**src/rtl/kwdt_pkg.sv**
```systemverilog
package kwdt_pkg;
  localparam int unsigned HALF_W   = 32;
  localparam int unsigned CNT_W    = 2 * HALF_W;
  localparam int unsigned KEY_W    = 16;
  localparam int unsigned ADDR_W   = 3;
  localparam int unsigned EN_BIT   = 14;
  localparam int unsigned FLAG_BIT = 15;

  typedef enum logic [1:0] {
    WD_OFF = 2'd0,
    WD_PRE = 2'd1,
    WD_ACT = 2'd2,
    WD_SVC = 2'd3
  } wd_state_e;

  localparam logic [ADDR_W-1:0] A_CNT_LO = 3'd0;
  localparam logic [ADDR_W-1:0] A_CNT_HI = 3'd1;
  localparam logic [ADDR_W-1:0] A_PRD_LO = 3'd2;
  localparam logic [ADDR_W-1:0] A_PRD_HI = 3'd3;
  localparam logic [ADDR_W-1:0] A_RUNCTL = 3'd4;
  localparam logic [ADDR_W-1:0] A_SETUP  = 3'd5;
  localparam logic [ADDR_W-1:0] A_WDCMD  = 3'd6;

  localparam logic [KEY_W-1:0] KEY_FIRST  = 16'hA5C6;
  localparam logic [KEY_W-1:0] KEY_SECOND = 16'hDA7E;

  localparam logic [1:0] EMODE_OFF  = 2'd0;
  localparam logic [1:0] EMODE_ONCE = 2'd1;
  localparam logic [1:0] SMODE_WDOG = 2'd2;

  // counter may advance: mode nonzero, both halves released, watchdog mode
  function automatic logic f_run(input logic [1:0] emode, input logic [3:0] setup);
    return (emode != EMODE_OFF) && setup[0] && setup[1] && (setup[3:2] == SMODE_WDOG);
  endfunction

  // next counter value for a free step
  function automatic logic [CNT_W-1:0] f_next(input logic [CNT_W-1:0] cnt,
                                               input logic [CNT_W-1:0] prd,
                                               input logic run, input logic once);
    if (!run)            return cnt;
    else if (cnt == prd) return once ? cnt : '0;
    else                 return cnt + 1'b1;
  endfunction

  // software view of the watchdog command register
  function automatic logic [HALF_W-1:0] f_cmd_view(input logic flag, input logic en);
    logic [HALF_W-1:0] v;
    v = '0;
    v[FLAG_BIT] = flag;
    v[EN_BIT]   = en;
    return v;
  endfunction
endpackage

```
**src/rtl/kwdt_cfg.sv**
```systemverilog
module kwdt_cfg
  import kwdt_pkg::*;
(
  input  logic                clk,
  input  logic                rst_n,
  input  logic                locked,
  input  logic                wr_en,
  input  logic [ADDR_W-1:0]   addr,
  input  logic [HALF_W-1:0]   wdata,
  output logic [CNT_W-1:0]    prd_q,
  output logic [1:0]          emode_q,
  output logic [3:0]          setup_q,
  output logic                cnt_wr_lo,
  output logic                cnt_wr_hi
);
  logic cfg_wr;
  logic [HALF_W-1:0] prd_h [2];

  assign cfg_wr    = wr_en & ~locked;
  assign cnt_wr_lo = cfg_wr && (addr == A_CNT_LO);
  assign cnt_wr_hi = cfg_wr && (addr == A_CNT_HI);

  for (genvar h = 0; h < 2; h++) begin : g_prd
    localparam logic [ADDR_W-1:0] MY_ADDR = (h == 0) ? A_PRD_LO : A_PRD_HI;
    always_ff @(posedge clk or negedge rst_n) begin
      if (!rst_n)                        prd_h[h] <= '0;
      else if (cfg_wr && addr == MY_ADDR) prd_h[h] <= wdata;
    end
  end
  assign prd_q = {prd_h[1], prd_h[0]};

  always_ff @(posedge clk or negedge rst_n) begin
    if (!rst_n) begin
      emode_q <= EMODE_OFF;
      setup_q <= '0;
    end else if (cfg_wr) begin
      if (addr == A_RUNCTL) emode_q <= wdata[7:6];
      if (addr == A_SETUP)  setup_q <= wdata[3:0];
    end
  end

  AST_CFG_LOCKED: assert property (@(posedge clk) disable iff (!rst_n)
    (locked && wr_en) |=> ($stable(prd_q) && $stable(emode_q) && $stable(setup_q)))
    else $error("locked configuration changed");
endmodule

```
**src/rtl/kwdt_counter.sv**
```systemverilog
module kwdt_counter
  import kwdt_pkg::*;
(
  input  logic               clk,
  input  logic               rst_n,
  input  logic               run,
  input  logic               once,
  input  logic               restart,
  input  logic               wr_lo,
  input  logic               wr_hi,
  input  logic [HALF_W-1:0]  wdata,
  input  logic [CNT_W-1:0]   prd,
  output logic [CNT_W-1:0]   cnt_q,
  output logic               at_period
);
  logic any_wr;
  assign any_wr    = wr_lo | wr_hi;
  assign at_period = (cnt_q == prd);

  always_ff @(posedge clk or negedge rst_n) begin
    if (!rst_n)        cnt_q <= '0;
    else if (restart)  cnt_q <= '0;
    else if (any_wr) begin
      if (wr_lo) cnt_q[HALF_W-1:0]     <= wdata;
      if (wr_hi) cnt_q[CNT_W-1:HALF_W] <= wdata;
    end else           cnt_q <= f_next(cnt_q, prd, run, once);
  end

  AST_CNT_FROZEN: assert property (@(posedge clk) disable iff (!rst_n)
    (!run && !restart && !any_wr) |=> $stable(cnt_q))
    else $error("counter moved while stopped");
  AST_CNT_WRAP: assert property (@(posedge clk) disable iff (!rst_n)
    (run && !once && at_period && !restart && !any_wr) |=> (cnt_q == '0))
    else $error("continuous counter did not wrap");
  AST_CNT_HOLD_ONCE: assert property (@(posedge clk) disable iff (!rst_n)
    (run && once && at_period && !restart && !any_wr) |=> $stable(cnt_q))
    else $error("one-shot counter left the period");
  AST_RESTART_ZERO: assert property (@(posedge clk) disable iff (!rst_n)
    restart |=> (cnt_q == '0))
    else $error("service did not clear counter");
endmodule

```
**src/rtl/kwdt_keyfsm.sv**
```systemverilog
module kwdt_keyfsm
  import kwdt_pkg::*;
(
  input  logic              clk,
  input  logic              rst_n,
  input  logic              cmd_wr,
  input  logic [KEY_W-1:0]  key,
  input  logic              en_bit,
  input  logic              expire,
  output logic              locked,
  output logic              restart,
  output logic              en_q,
  output logic              flag_q,
  output logic              reset_req
);
  wd_state_e state_q, state_d;
  logic arm_evt, bad_evt, tmo_evt, fire;

  always_comb begin
    state_d = state_q;
    arm_evt = 1'b0;
    bad_evt = 1'b0;
    restart = 1'b0;
    if (cmd_wr) begin
      case (state_q)
        WD_OFF: if (key == KEY_FIRST && en_bit) begin
                  state_d = WD_PRE;
                  arm_evt = 1'b1;
                end
        WD_PRE: if (key == KEY_SECOND) state_d = WD_ACT;
                else                   bad_evt = 1'b1;
        WD_ACT: if (key == KEY_FIRST)  state_d = WD_SVC;
                else                   bad_evt = 1'b1;
        WD_SVC: if (key == KEY_SECOND) begin
                  state_d = WD_ACT;
                  restart = 1'b1;
                end else               bad_evt = 1'b1;
        default: state_d = WD_OFF;
      endcase
    end
  end

  assign locked  = (state_q != WD_OFF);
  assign tmo_evt = ((state_q == WD_ACT) || (state_q == WD_SVC)) && expire;
  assign fire    = tmo_evt | bad_evt;

  always_ff @(posedge clk or negedge rst_n) begin
    if (!rst_n) begin
      state_q   <= WD_OFF;
      en_q      <= 1'b0;
      flag_q    <= 1'b0;
      reset_req <= 1'b0;
    end else begin
      state_q   <= state_d;
      en_q      <= en_q | arm_evt;
      flag_q    <= flag_q | fire;
      reset_req <= fire & ~flag_q;
    end
  end

  AST_OFF_IGNORES: assert property (@(posedge clk) disable iff (!rst_n)
    (state_q == WD_OFF && cmd_wr && !(key == KEY_FIRST && en_bit)) |=> (state_q == WD_OFF && !reset_req))
    else $error("disabled state reacted to a non-arming write");
  AST_BAD_KEY_REQ: assert property (@(posedge clk) disable iff (!rst_n)
    (bad_evt && !flag_q) |=> (reset_req && flag_q))
    else $error("bad key did not request reset");
  AST_TMO_REQ: assert property (@(posedge clk) disable iff (!rst_n)
    (tmo_evt && !flag_q) |=> (reset_req && flag_q))
    else $error("timeout did not request reset");
  AST_REQ_ONE_CYCLE: assert property (@(posedge clk) disable iff (!rst_n)
    reset_req |=> !reset_req)
    else $error("reset request longer than a cycle");
  AST_FLAG_STICKY: assert property (@(posedge clk) disable iff (!rst_n)
    flag_q |=> flag_q)
    else $error("timeout flag cleared");
  AST_REQ_WITH_FLAG: assert property (@(posedge clk) disable iff (!rst_n)
    reset_req |-> flag_q)
    else $error("request without flag");
endmodule

```
**src/rtl/kwdt_top.sv**
```systemverilog
module kwdt_top
  import kwdt_pkg::*;
(
  input  logic               clk,
  input  logic               rst_n,
  input  logic               wr_en,
  input  logic               rd_en,
  input  logic [ADDR_W-1:0]  addr,
  input  logic [HALF_W-1:0]  wdata,
  output logic [HALF_W-1:0]  rdata,
  output logic               reset_req
);
  logic [CNT_W-1:0] prd_q, cnt_q;
  logic [1:0]       emode_q;
  logic [3:0]       setup_q;
  logic cnt_wr_lo, cnt_wr_hi, locked, restart, en_q, flag_q, at_period, run, cmd_wr;
  logic [HALF_W-1:0] rd_mux;

  assign run    = f_run(emode_q, setup_q);
  assign cmd_wr = wr_en && (addr == A_WDCMD);

  kwdt_cfg u_cfg (
    .clk(clk), .rst_n(rst_n), .locked(locked), .wr_en(wr_en), .addr(addr),
    .wdata(wdata), .prd_q(prd_q), .emode_q(emode_q), .setup_q(setup_q),
    .cnt_wr_lo(cnt_wr_lo), .cnt_wr_hi(cnt_wr_hi)
  );

  kwdt_counter u_cnt (
    .clk(clk), .rst_n(rst_n), .run(run), .once(emode_q == EMODE_ONCE),
    .restart(restart), .wr_lo(cnt_wr_lo), .wr_hi(cnt_wr_hi), .wdata(wdata),
    .prd(prd_q), .cnt_q(cnt_q), .at_period(at_period)
  );

  kwdt_keyfsm u_fsm (
    .clk(clk), .rst_n(rst_n), .cmd_wr(cmd_wr), .key(wdata[HALF_W-1 -: KEY_W]),
    .en_bit(wdata[EN_BIT]), .expire(run && at_period), .locked(locked),
    .restart(restart), .en_q(en_q), .flag_q(flag_q), .reset_req(reset_req)
  );

  always_comb begin
    rd_mux = '0;
    case (addr)
      A_CNT_LO: rd_mux = cnt_q[HALF_W-1:0];
      A_CNT_HI: rd_mux = cnt_q[CNT_W-1:HALF_W];
      A_PRD_LO: rd_mux = prd_q[HALF_W-1:0];
      A_PRD_HI: rd_mux = prd_q[CNT_W-1:HALF_W];
      A_RUNCTL: rd_mux[7:6] = emode_q;
      A_SETUP:  rd_mux[3:0] = setup_q;
      A_WDCMD:  rd_mux = f_cmd_view(flag_q, en_q);
      default:  rd_mux = '0;
    endcase
  end

  always_ff @(posedge clk or negedge rst_n) begin
    if (!rst_n)     rdata <= '0;
    else if (rd_en) rdata <= rd_mux;
  end
endmodule

```
**config.mk**
```make
export PLATFORM = sky130hd
export DESIGN_NAME = kwdt_top
export DESIGN_NICKNAME = d
export VERILOG_FILES = /design/src/rtl/kwdt_pkg.sv /design/src/rtl/kwdt_cfg.sv /design/src/rtl/kwdt_counter.sv /design/src/rtl/kwdt_keyfsm.sv /design/src/rtl/kwdt_top.sv
export SDC_FILE = /design/constraint.sdc
export NUM_CORES = 1
export LEC_CHECK = 0
export ABC_AREA = 1
export BUFFER_PORTS_ARGS = -buffer_cell sky130_fd_sc_hd__buf_2
export CORE_MARGIN = 4
export CORE_UTILIZATION = 60
export CTS_BUF_LIST = sky130_fd_sc_hd__clkbuf_4 sky130_fd_sc_hd__clkbuf_8
export DETAILED_ROUTE_END_ITERATION = 8
export GPL_ROUTABILITY_DRIVEN = 1
export PLACE_DENSITY = 0.87
export SETUP_SLACK_MARGIN = 0.5
export SLEW_MARGIN = 20
export SYNTH_ARGS = -nofsm -noshare
export SYNTH_HDL_FRONTEND = slang
export SYNTH_SLANG_ARGS = --single-unit
export TNS_END_PERCENT = 100
```
**constraint.sdc**
```tcl
create_clock -name clk -period 2.3 [get_ports clk]
set_input_delay 0.23 -clock clk [delete_from_list [all_inputs] [get_ports clk]]
set_output_delay 0.23 -clock clk [all_outputs]
set_load 0.05 [all_outputs]
```
# Word level (Yosys, flattened, before mapping)
# Index checks and enable logic that the tools add are counted.
# totals
ff_bits,171
latch_bits,0
mem_bits_rw,0
mem_bits_ro,0
input_bits,39
output_inout_bits,33
wordCells,88
memories,0
# classes
n_addsub,1
mul,0
div_mod_pow,0
magnitude_cmp,0
n_eq_ne,20
n_shift,0
mux,25
bitwise_logic,8
reduce_logical,23
# ops
operator,count
2-to-1 mux 64 bit,5
case mux 24 bit (5 select lines),1
"adder 64 x 1 -> 64 bit, second input constant",1
equality test 64 bit,1
2-to-1 mux 32 bit,2
"equality test 16 bit, second input constant",2
case mux 4 bit (5 select lines),1
logical AND 1 bit,11
case mux 2 bit (5 select lines),1
"equality test 3 bit, second input constant",3
2-to-1 mux 1 bit,9
case mux 2 bit (4 select lines),1
"equality test 2 bit, second input constant",3
"equality test 3 x 2 -> 1 bit, second input constant",2
2-to-1 mux 2 bit,3
"!= test 2 x 1 -> 1 bit, second input constant",3
"!= test 3 x 2 -> 1 bit, second input constant",2
case mux 2 bit (3 select lines),1
AND reduction 3 bit,2
"equality test 2 x 1 -> 1 bit, second input constant",2
"!= test 4 bit, second input constant",1
OR 1 bit,4
AND reduction 2 bit,2
AND reduction 4 bit,1
other kinds (10),13

# Logic depth before layout (Yosys ltp)
# Gate-level depths: netlist of the first run.
# logic_depth
ltp_word,8
ltp_mapped,16
mapped_depth_nobuf,15

# Modules after synthesis
# A second synthesis of the first run with hierarchy kept.
# hier_totals
cells_unflattened,2000
area_unflattened_um2,12210.5
# modules_own_cells
mod,instances,cells_each,area_each_um2
kwdt_counter,1,1205,6486.2
kwdt_cfg,1,323,2886.5
kwdt_top,1,399,2427.3
kwdt_keyfsm,1,73,410.4

# Worst setup path before layout of the first run
# OpenSTA, ideal clock, no wires.
# synth_path
path_type,reg-to-reg
start,register u_cnt.cnt_q[0]
end,register u_cnt.cnt_q[32]
t_arrival_ps,1663
path_slack_ps,519
path_stages_with_launch,13
n_path_buf,0
path_cell_list,dfrtp_1 > ha_1 > nand3_1 > inv_1 > nand2_1 > nor2_1 > nand2_1 > xor2_1 > inv_1 > nand2_1 > nand2_1 > nand3_1 > nand2_1
# synth_via
elab_chain_cells,5
# synth_lines
element,line_no,source
from (decl),kwdt_counter.sv:13,"output logic [CNT_W-1:0] cnt_q,"
"from (signal, indexed assignment)",kwdt_counter.sv:24,if (wr_lo) cnt_q[HALF_W-1:0] <= wdata;
"from (signal, indexed assignment)",kwdt_counter.sv:25,if (wr_hi) cnt_q[CNT_W-1:HALF_W] <= wdata;
from (signal assigned),kwdt_counter.sv:26,"end else cnt_q <= f_next(cnt_q, prd, run, once);"
adder 64 x 1 -> 64 bit or equality test 64 bit (tied branches),"kwdt_pkg.sv:42, kwdt_pkg.sv:41",
2-to-1 mux 64 bit,kwdt_pkg.sv:41,else if (cnt == prd) return once ? cnt : '0;
2-to-1 mux 64 bit,kwdt_pkg.sv:40,if (!run) return cnt;
2-to-1 mux 64 bit,kwdt_counter.sv:23,else if (any_wr) begin
2-to-1 mux 64 bit,kwdt_counter.sv:22,else if (restart) cnt_q <= '0;
# Several ways; a longest one is shown, not always the timed one. The select of a mux whose other input is x is not followed.
# A chain may end at the register's enable or synchronous reset.

# Final worst setup path of the first run
# layout_path
start,register u_cnt.cnt_q[10]
end,register u_cnt.cnt_q[35]
# The elaborated chain is that of the path after synthesis.

==> flow_summary.json, run 1 <==
{
  "status": "complete, no violations",
  "synthToLayoutAreaGrowth_pct": 26.7,
  "ys_types": 47,
  "drtIter0Drc": 2046,
  "grt_pass1_wl_mm": 70.4,
  "final_area_sq_um": 14800,
  "fin_setup_tns_ns": 0,
  "layout_commonest_cell": "nand2_1",
  "dieArea_sq_um": 21800,
  "hpwl_mm": 33.1,
  "worst-setup-path-type": "flip-flop to flip-flop",
  "yosys_warnings": 0,
  "pwr_density_cell_nw_per_um2": 405,
  "grt_pass1_vias": 13000,
  "avgSynthCellArea_sq_um": 6.38,
  "critPathMaxFanout": 7,
  "coreArea_sq_um": 19000,
  "dp.cells": 2203,
  "power.leakage_uw": 0.00815,
  "routabilityCongestion": 1.08,
  "cts_tree": "yes",
  "synth-main-ff-cell": "dfrtp_1",
  "die_w_um": 148,
  "mostFrequentLayoutCells": "nand2_1 (670), inv_1 (185), nor2_1 (150)",
  "seqCellArea_sq_um": 4320,
  "timing.final.crit_share_pct": 96.1,
  "multiInputGateArea_sq_um": 6810,
  "rows": 50,
  "peakVddDrop_uv": 430,
  "fillers": 1371,
  "synth.yosys.seq_area_share_pct": 36.6,
  "io_buffers": 71,
  "max_freq_mhz": 453,
  "syn_nets": 1874,
  "cts_max_level": 4,
  "synthArstFlopShare_pct": 100,
  "firstDrtPassIters": 6,
  "diodes": 0,
  "postRouteAntennaNets": 0,
  "cp.required_ns": 2.68,
  "syn_inst": 1834,
  "hold_class": "input pin to flip-flop",
  "cts-root-buf": "clkbuf_8",
  "endpoint_kind": "flip-flop",
  "relSlewSlack_pct": 59.8,
  "clkLatencyLatePin_ns": 0.49,
  "synth_seq_cells": 171,
  "grt_max_degree": 89,
  "synthSimpleGateAreaFrac_pct": 38.7,
  "num_vias": 14000,
  "initial_core_util_pct": 61.7,
  "ioPinCount": 72,
  "worst_pin_slew_ns": 0.597,
  "rsz0062_at_grt": "true",
  "nets": 2076,
  "drcViolationCount": 0,
  "antenna_found_initial": 1,
  "clock_skew_ns": 0.0234,
  "routedWlPerCell_um": 21.2,
  "die_h_um": 148,
  "synthXorXnorAreaFrac_pct": 3.29,
  "grt.overflow.total": 0,
  "slew_viol_final": 0,
  "routed_via_density": 6.08,
  "cts_made_buffers": 17,
  "finalHoldViolCount": 0,
  "cp-start-kind": "flip-flop",
  "clock_sinks": 171,
  "drive_above_1_share_pct": 26.4,
  "drt-total-wl_mm": 48.9,
  "synth_edf_count": 0,
  "setup_viol": 0,
  "reg2reg_slack_ns": 0.09,
  "synth_mux_area_share_pct": 1.44,
  "maxCapViolCount": 0,
  "synth-compound-area-share_pct": 9.88,
  "synth_area_sq_um": 11700,
  "cts_buffer_depth": 2,
  "synthAdderAreaFrac_pct": 0.107,
  "period_needed_ns": 2.21,
  "layoutNonFillerInstCount": 2309,
  "track_usage_pct": 41.8,
  "synth_top_family_by_area": "simple AND/OR/NAND/NOR gates",
  "clk_pin_slew_ns": 0.11,
  "arrival_ns": 2.59,
  "placed_cell_area_sq_um": 13000
}
-- registers in the layout, summed over array words and instances, names as in the netlist --
name / cells
rdata: 32
u_cnt.cnt_q: 64
u_fsm.state_q: 2
u_fsm.en_q: 1
u_cfg.setup_q: 4
u_cfg.emode_q: 2
u_fsm.flag_q: 1
u_fsm.reset_req: 1
u_cfg.prd_q: 64
-- per-stage QoR --
stage | hold WS (ns) | utilization [%] | worst slack, ns | total power, uW
3_3_place_gp | 0.196 | 68.4 | 0.0424 | 3730
2_1_floorplan | -0.0656 | - | 0.519 | 3470
3_5_place_dp | 0.203 | 68.4 | 0.0495 | 3750
6_report | 0.00550 | 78.2 | 0.0904 | 6000
4_1_cts | 0.00125 | 74.6 | 0.285 | 5970
5_1_grt | 0.00466 | 78.2 | 0.0720 | 6150
-- critical path, cell delays in order, from the launching register on --
cell and delay [ns]:
dfrtp_1 0.44, xor2_1 0.20, nor2_2 0.17, nand2_1 0.08
nor2_1 0.12, buf_4 0.16, nand2_4 0.06, nor2_4 0.14
nand3_4 0.14, nand2_8 0.16, clkbuf_16 0.20, nor2_2 0.04
nand2_1 0.12, nand2_1 0.08
-- cell usage after synthesis, types with 5 or more instances --
cell type  number  area (sq um)
a22oi_1        10          75.1
buf_4           8          60.1
nand4_1        29           181
nand2_1       742          2790
mux2_2         15           169
clkbuf_1       33           124
o21ai_0       145           726
nand3_1        73           365
nor2_1        224           841
nand3_2        11           110
dfrtp_1       171          4280
a21oi_1         7          35.0
inv_1         197           739
buf_2          12          60.1
o22ai_1        25           156
inv_2          15          56.3
buf_6           6          67.6
nor2_2          7          43.8
clkbuf_2        7          35.0
xor2_1         39           342
o221ai_1        7          61.3
xnor2_1         5          43.8
-- metal layers --
layer	share of wire (%)	wire (um)	vias up	GRT usage, %
met5	0.041	20	-	0
met4	6.5	3160	2	22.4
met3	14	6760	301	8.98
met2	43	21200	1198	64.4
met1	36	17800	6405	55.4
li1	-	-	6129	-
-- report_power, final --
| group | total (uW) | leakage (uW) | switching (uW) | internal, uW |
|---|---|---|---|---|
| registers | 3080 | 0.00201 | 27.1 | 3060 |
| clock network | 2300 | 0.000207 | 1350 | 946 |
| logic | 618 | 0.00593 | 464 | 154 |
| total | 6000 | 0.00815 | 1840 | 4160 |
-- path summary, 6_finish.rpt --
kind | startpoint | endpoint | cells after the start
max in group asynchronous | rst_n | u_cnt.cnt_q[2] | 3
setup reg to reg | u_cnt.cnt_q[10] | u_cnt.cnt_q[35] | 13
hold / removal | wdata[4] | u_cfg.prd_q[36] | 3
min in group asynchronous | rst_n | u_cfg.prd_q[43] | 2
hold reg to reg | u_fsm.flag_q | u_fsm.reset_req | 1
setup / recovery | u_cnt.cnt_q[10] | u_cnt.cnt_q[35] | 13
-- repair_timing --
item                                    CTS  global route
hold buffers                              1             1
endpoints found under the setup margin   66           101
buffers inserted                         45            17
pin swaps                                13            74
resized for setup                        96           147
cloned                                    4             6
endpoints found under the hold margin    43             1
-- layout make-up --
type                            instances  share of cell area, %
Multi-Input combinational cell       1377                   45.9
Inverter                              217                   5.54
Sequential cell                       171                   29.1
Clock inverter                         14                   1.15
Clock buffer                           18                   1.67
Tap cell                              260                   2.19
Timing Repair Buffer                  252                   14.4
-- cells by family (layout without fill, tap and decap cells) --
logic type | count (synthesis) | in the layout
flops | 171 | 171
buf+inv | 286 | 501
simple gates | 1111 | 1111
xor+xnor | 44 | 44
mux | 15 | 15
fa+ha+maj | 1 | 1
compound gates | 206 | 206
Note: power is estimated with default switching activity, not from simulation.
==> inputs of run 2 (changes only) <==
- ABC_AREA: 1 -> unset
==> run 2 against run 1 <==
Compared with the run above:
- the run now fails in global routing
- synthesized cell count decreased by 41%
- synthesized area decreased by 11%
==> flow_summary.json, run 2 <==
{
  "status": "did not finish",
  "lastStage": "global routing",
  "error_line": "[ERROR GRT-0116] Global routing finished with congestion. Check the congestion regions in the DRC Viewer.",
  "synthArstFlopShare_pct": 100,
  "routabilityCongestion": 1.09,
  "synth.yosys.seq_area_share_pct": 41.3,
  "synth.most_common_cell": "dfrtp_1",
  "synthDominantCellAreaShare_pct": 41.3,
  "cts_buffer_depth": 2,
  "rows": 47,
  "ys_types": 72,
  "ioPinCount": 72,
  "io_buffers": 71,
  "synth_seq_cells": 171,
  "cts_max_level": 4,
  "avgSynthCellArea_sq_um": 9.52,
  "dp.cells": 1570,
  "synth_area_sq_um": 10400,
  "die_w_um": 139,
  "grt_pass1_vias": 16600,
  "cts-root-buf": "clkbuf_8",
  "synth_edf_count": 0,
  "synth_area_leaders": "dfrtp_1 (41%), mux2_2 (7.9%), xor2_1 (5.5%), o21ai_0 (4.1%), a22o_1 (2.5%)",
  "yosys.area.top_type": "dfrtp_1",
  "grt_max_degree": 59,
  "yosys_warnings": 0,
  "synth_common_cells": "dfrtp_1 (171), o21ai_0 (84), mux2_2 (73)",
  "hpwl_mm": 32.4,
  "clock_sinks": 171,
  "grt_pass1_wl_mm": 116,
  "grt.overflow.total": 1,
  "track_usage_pct": 80.2,
  "synth-main-ff-cell": "dfrtp_1",
  "die_h_um": 139,
  "initial_core_util_pct": 61.9,
  "cts_made_buffers": 17,
  "syn_inst": 1089,
  "syn_nets": 1129
}
run 2: cell families after synthesis:
group | count (synthesis) | share of synthesized area [%]
compound gates | 323 | 21.8
simple gates | 314 | 16.6
flops | 171 | 41.3
buf+inv | 129 | 5.50
mux | 83 | 9.01
xor+xnor | 68 | 5.74
fa+ha+maj | 1 | 0.121
run 2: metrics by stage:
stage               area, sq um  utilization (%)  worst slack (ns)  hold WS (ns)  TNS [ns]
floorplan                 10600                -            -0.341       -0.0656    -0.904
global placement          13000             77.6            -0.515         0.188    -25.77
detailed placement        13000             77.6            -0.607         0.197    -31.84
CTS                       14800             88.1            -0.435        0.0327    -20.66
run 2: repair_timing:
action / in CTS
endpoints found under the hold margin: 42
hold buffers: 1
gates resized for setup: 163
setup endpoints to repair: 130
cloned: 12
setup buffers: 40
pin swaps: 50
run 2: routing by layer:
layer / overflow / track usage, %
met1: 0 / 80.3
met2: 0 / 90.0
met3: 0 / 73.9
met4: 1 / 75.8
met5: 0 / 48.6
==> inputs of run 3 (changes only) <==
- CORE_UTILIZATION: 60 -> 40
- CTS_BUF_LIST: sky130_fd_sc_hd__clkbuf_4 sky130_fd_sc_hd__clkbuf_8 -> unset
- PLACE_DENSITY: 0.87 -> unset
- PLACE_DENSITY_LB_ADDON: unset -> 0.15
- SETUP_SLACK_MARGIN: 0.5 -> unset
==> run 3 against run 2 <==
Compared with the run above:
- the flow now finishes, with violations (setup timing)
- synthesized cell count unchanged
- synthesized area unchanged
==> flow_summary.json, run 3 <==
{
  "yosys_warnings": 0,
  "synthArstFlopShare_pct": 100,
  "routabilityCongestion": 0.992,
  "placed_cell_area_sq_um": 13300,
  "use_met3_pct": 8.85,
  "clkLatencyLatePin_ns": 0.45,
  "dieArea_sq_um": 28600,
  "diodes": 0,
  "period_needed_ns": 2.65,
  "synth_area_leaders": "dfrtp_1 (41%), mux2_2 (7.9%), xor2_1 (5.5%), o21ai_0 (4.1%), a22o_1 (2.5%)",
  "fillers": 2132,
  "cp-start-kind": "flip-flop",
  "grt_max_degree": 61,
  "dp.cells": 1713,
  "initial_core_util_pct": 40.9,
  "critPathMaxFanout": 5,
  "num_vias": 11200,
  "routed_via_density": 6.27,
  "coreArea_sq_um": 25300,
  "syn_inst": 1089,
  "max_freq_mhz": 377,
  "synth.yosys.seq_area_share_pct": 41.3,
  "mostFrequentLayoutCells": "buf_4 (290), dfrtp_1 (149), mux2_2 (73)",
  "rows": 58,
  "drcViolationCount": 0,
  "synthDominantCellAreaShare_pct": 41.3,
  "die_w_um": 169,
  "relSlewSlack_pct": 49.2,
  "synth.most_common_cell": "dfrtp_1",
  "routedWlPerCell_um": 26.6,
  "grt_pass1_wl_mm": 66.2,
  "firstDrtPassIters": 6,
  "arrival_ns": 3.00,
  "nets": 1481,
  "synthToLayoutAreaGrowth_pct": 48.7,
  "syn_nets": 1129,
  "setup_viol": 64,
  "cts_buffer_depth": 2,
  "cts_made_buffers": 17,
  "endpoint_kind": "flip-flop",
  "synth_common_cells": "dfrtp_1 (171), o21ai_0 (84), mux2_2 (73)",
  "hold_ws_ns": 0.0698,
  "hold_class": "input pin to flip-flop",
  "layoutNonFillerInstCount": 1784,
  "worst-setup-path-type": "flip-flop to flip-flop",
  "clk_pin_slew_ns": 0.08,
  "layout_commonest_cell": "buf_4",
  "synth-main-ff-cell": "dfrtp_1",
  "slew_viol_final": 0,
  "postRouteAntennaNets": 0,
  "pwr_density_cell_nw_per_um2": 882,
  "finalHoldViolCount": 0,
  "synth_seq_cells": 171,
  "track_usage_pct": 30.8,
  "peakVddDrop_uv": 671,
  "status": "complete, but fails checks",
  "final_area_sq_um": 15400,
  "ys_types": 72,
  "avgSynthCellArea_sq_um": 9.52,
  "seqCellArea_sq_um": 4310,
  "cts-root-buf": "clkbuf_16",
  "die_h_um": 169,
  "grt_pass1_vias": 10500,
  "layout_setup_ws_ns": -0.352,
  "hpwl_mm": 32.8,
  "grt.overflow.total": 0,
  "fin_setup_tns_ns": -16.98,
  "ioPinCount": 72,
  "power_uw": 13600,
  "multiInputGateArea_sq_um": 6330,
  "rsz0062_at_grt": "true",
  "cts_max_level": 4,
  "power.leakage_uw": 0.00672,
  "synth_area_sq_um": 10400,
  "cts_tree": "yes",
  "grt_util_met2_pct": 45.0,
  "violations": "setup timing",
  "worst_pin_slew_ns": 0.760,
  "antenna_found_initial": 1,
  "clock_sinks": 171,
  "drive_above_1_share_pct": 47.7,
  "maxCapViolCount": 0,
  "drt-total-wl_mm": 47.5,
  "yosys.area.top_type": "dfrtp_1",
  "synth_edf_count": 0,
  "cp.required_ns": 2.65,
  "clock_skew_ns": 0.0242,
  "io_buffers": 71,
  "timing.final.crit_share_pct": 115,
  "grtUsageMet1_pct": 43.6,
  "grt-busiest-layer": "met2",
  "drtIter0Drc": 1433
}
==> run 3: cell counts after synthesis <==
No cell type changed its count.
==> run 3: path summary, 6_finish.rpt <==
| check | start | to | slack, ns | depth (start not counted) |
|---|---|---|---|---|
| min in group asynchronous | rst_n | rdata[7] | 0.33 | 2 |
| max in group asynchronous | rst_n | u_cnt.cnt_q[44] | 1.23 | 3 |
| worst max-delay path | u_cnt.cnt_q[18] | u_cnt.cnt_q[59] | -0.35 | 9 |
| worst max register to register | u_cnt.cnt_q[18] | u_cnt.cnt_q[59] | -0.35 | 9 |
| worst min-delay path | wdata[4] | u_cfg.prd_q[4] | 0.07 | 2 |
| worst min register to register | u_fsm.flag_q | u_fsm.reset_req | 0.45 | 1 |
==> run 3: timing repair <==
action | CTS | global route
setup endpoints to repair | 66 | 66
pin swaps | 19 | 52
hold endpoints to repair | 55 | 0
gates cloned | 7 | 11
hold buffers | 1 | 0
gates resized for setup | 89 | 160
buffers inserted | 17 | 13
==> run 3: area by class of cell <==
cell class              instances  area share [%]
multi-input cells             789            41.1
flip-flops and latches        171            27.9
repair buffers                421            23.3
clock buffers                  18            2.85
well taps                     330            2.68
clock inverters                14            1.12
inverters                      41           0.998
==> run 3: kinds of logic (layout without fill, tap and decap cells) <==
logic type	Yosys count	after routing	share of synthesized area, %
compound gates	323	323	21.8
xor+xnor	68	68	5.74
flops	171	171	41.3
simple gates	314	314	16.6
fa+ha+maj	1	1	0.121
mux	83	83	9.01
buf+inv	129	494	5.50
==> run 3: through the flow <==
stage	worst slack (ns)	util (%)
finish	-0.352	60.9
global route	-0.429	60.9
CTS	-0.285	57.2
detailed placement	-0.772	52.4
global placement	-0.763	52.4
floorplan	-0.341	-
==> run 3: report_power, final <==
group          internal (uW)  total [uW]  switching [uW]
clock                   1590        3090            1500
combinational           2700        5760            3050
sequential              3780        4750             970
total                   8080       13600            5520
==> run 3: metal layers <==
metal,share of wire [%],vias to the layer above,wire length (um)
li1,-,4794,-
met1,41,5565,19200
met2,43,688,20300
met3,12,134,5530
met4,5.0,2,2360
met5,0.023,-,11
==> run 3: worst max-delay path, stage by stage, from the launching register on <==
cell	delay (ns)
dfrtp_2	0.44
buf_4	0.16
nand4_1	0.24
nor3_4	0.26
nand4_1	0.19
nor3_2	0.27
buf_4	0.17
nand4_1	0.21
o31a_1	0.38
o32ai_2	0.25
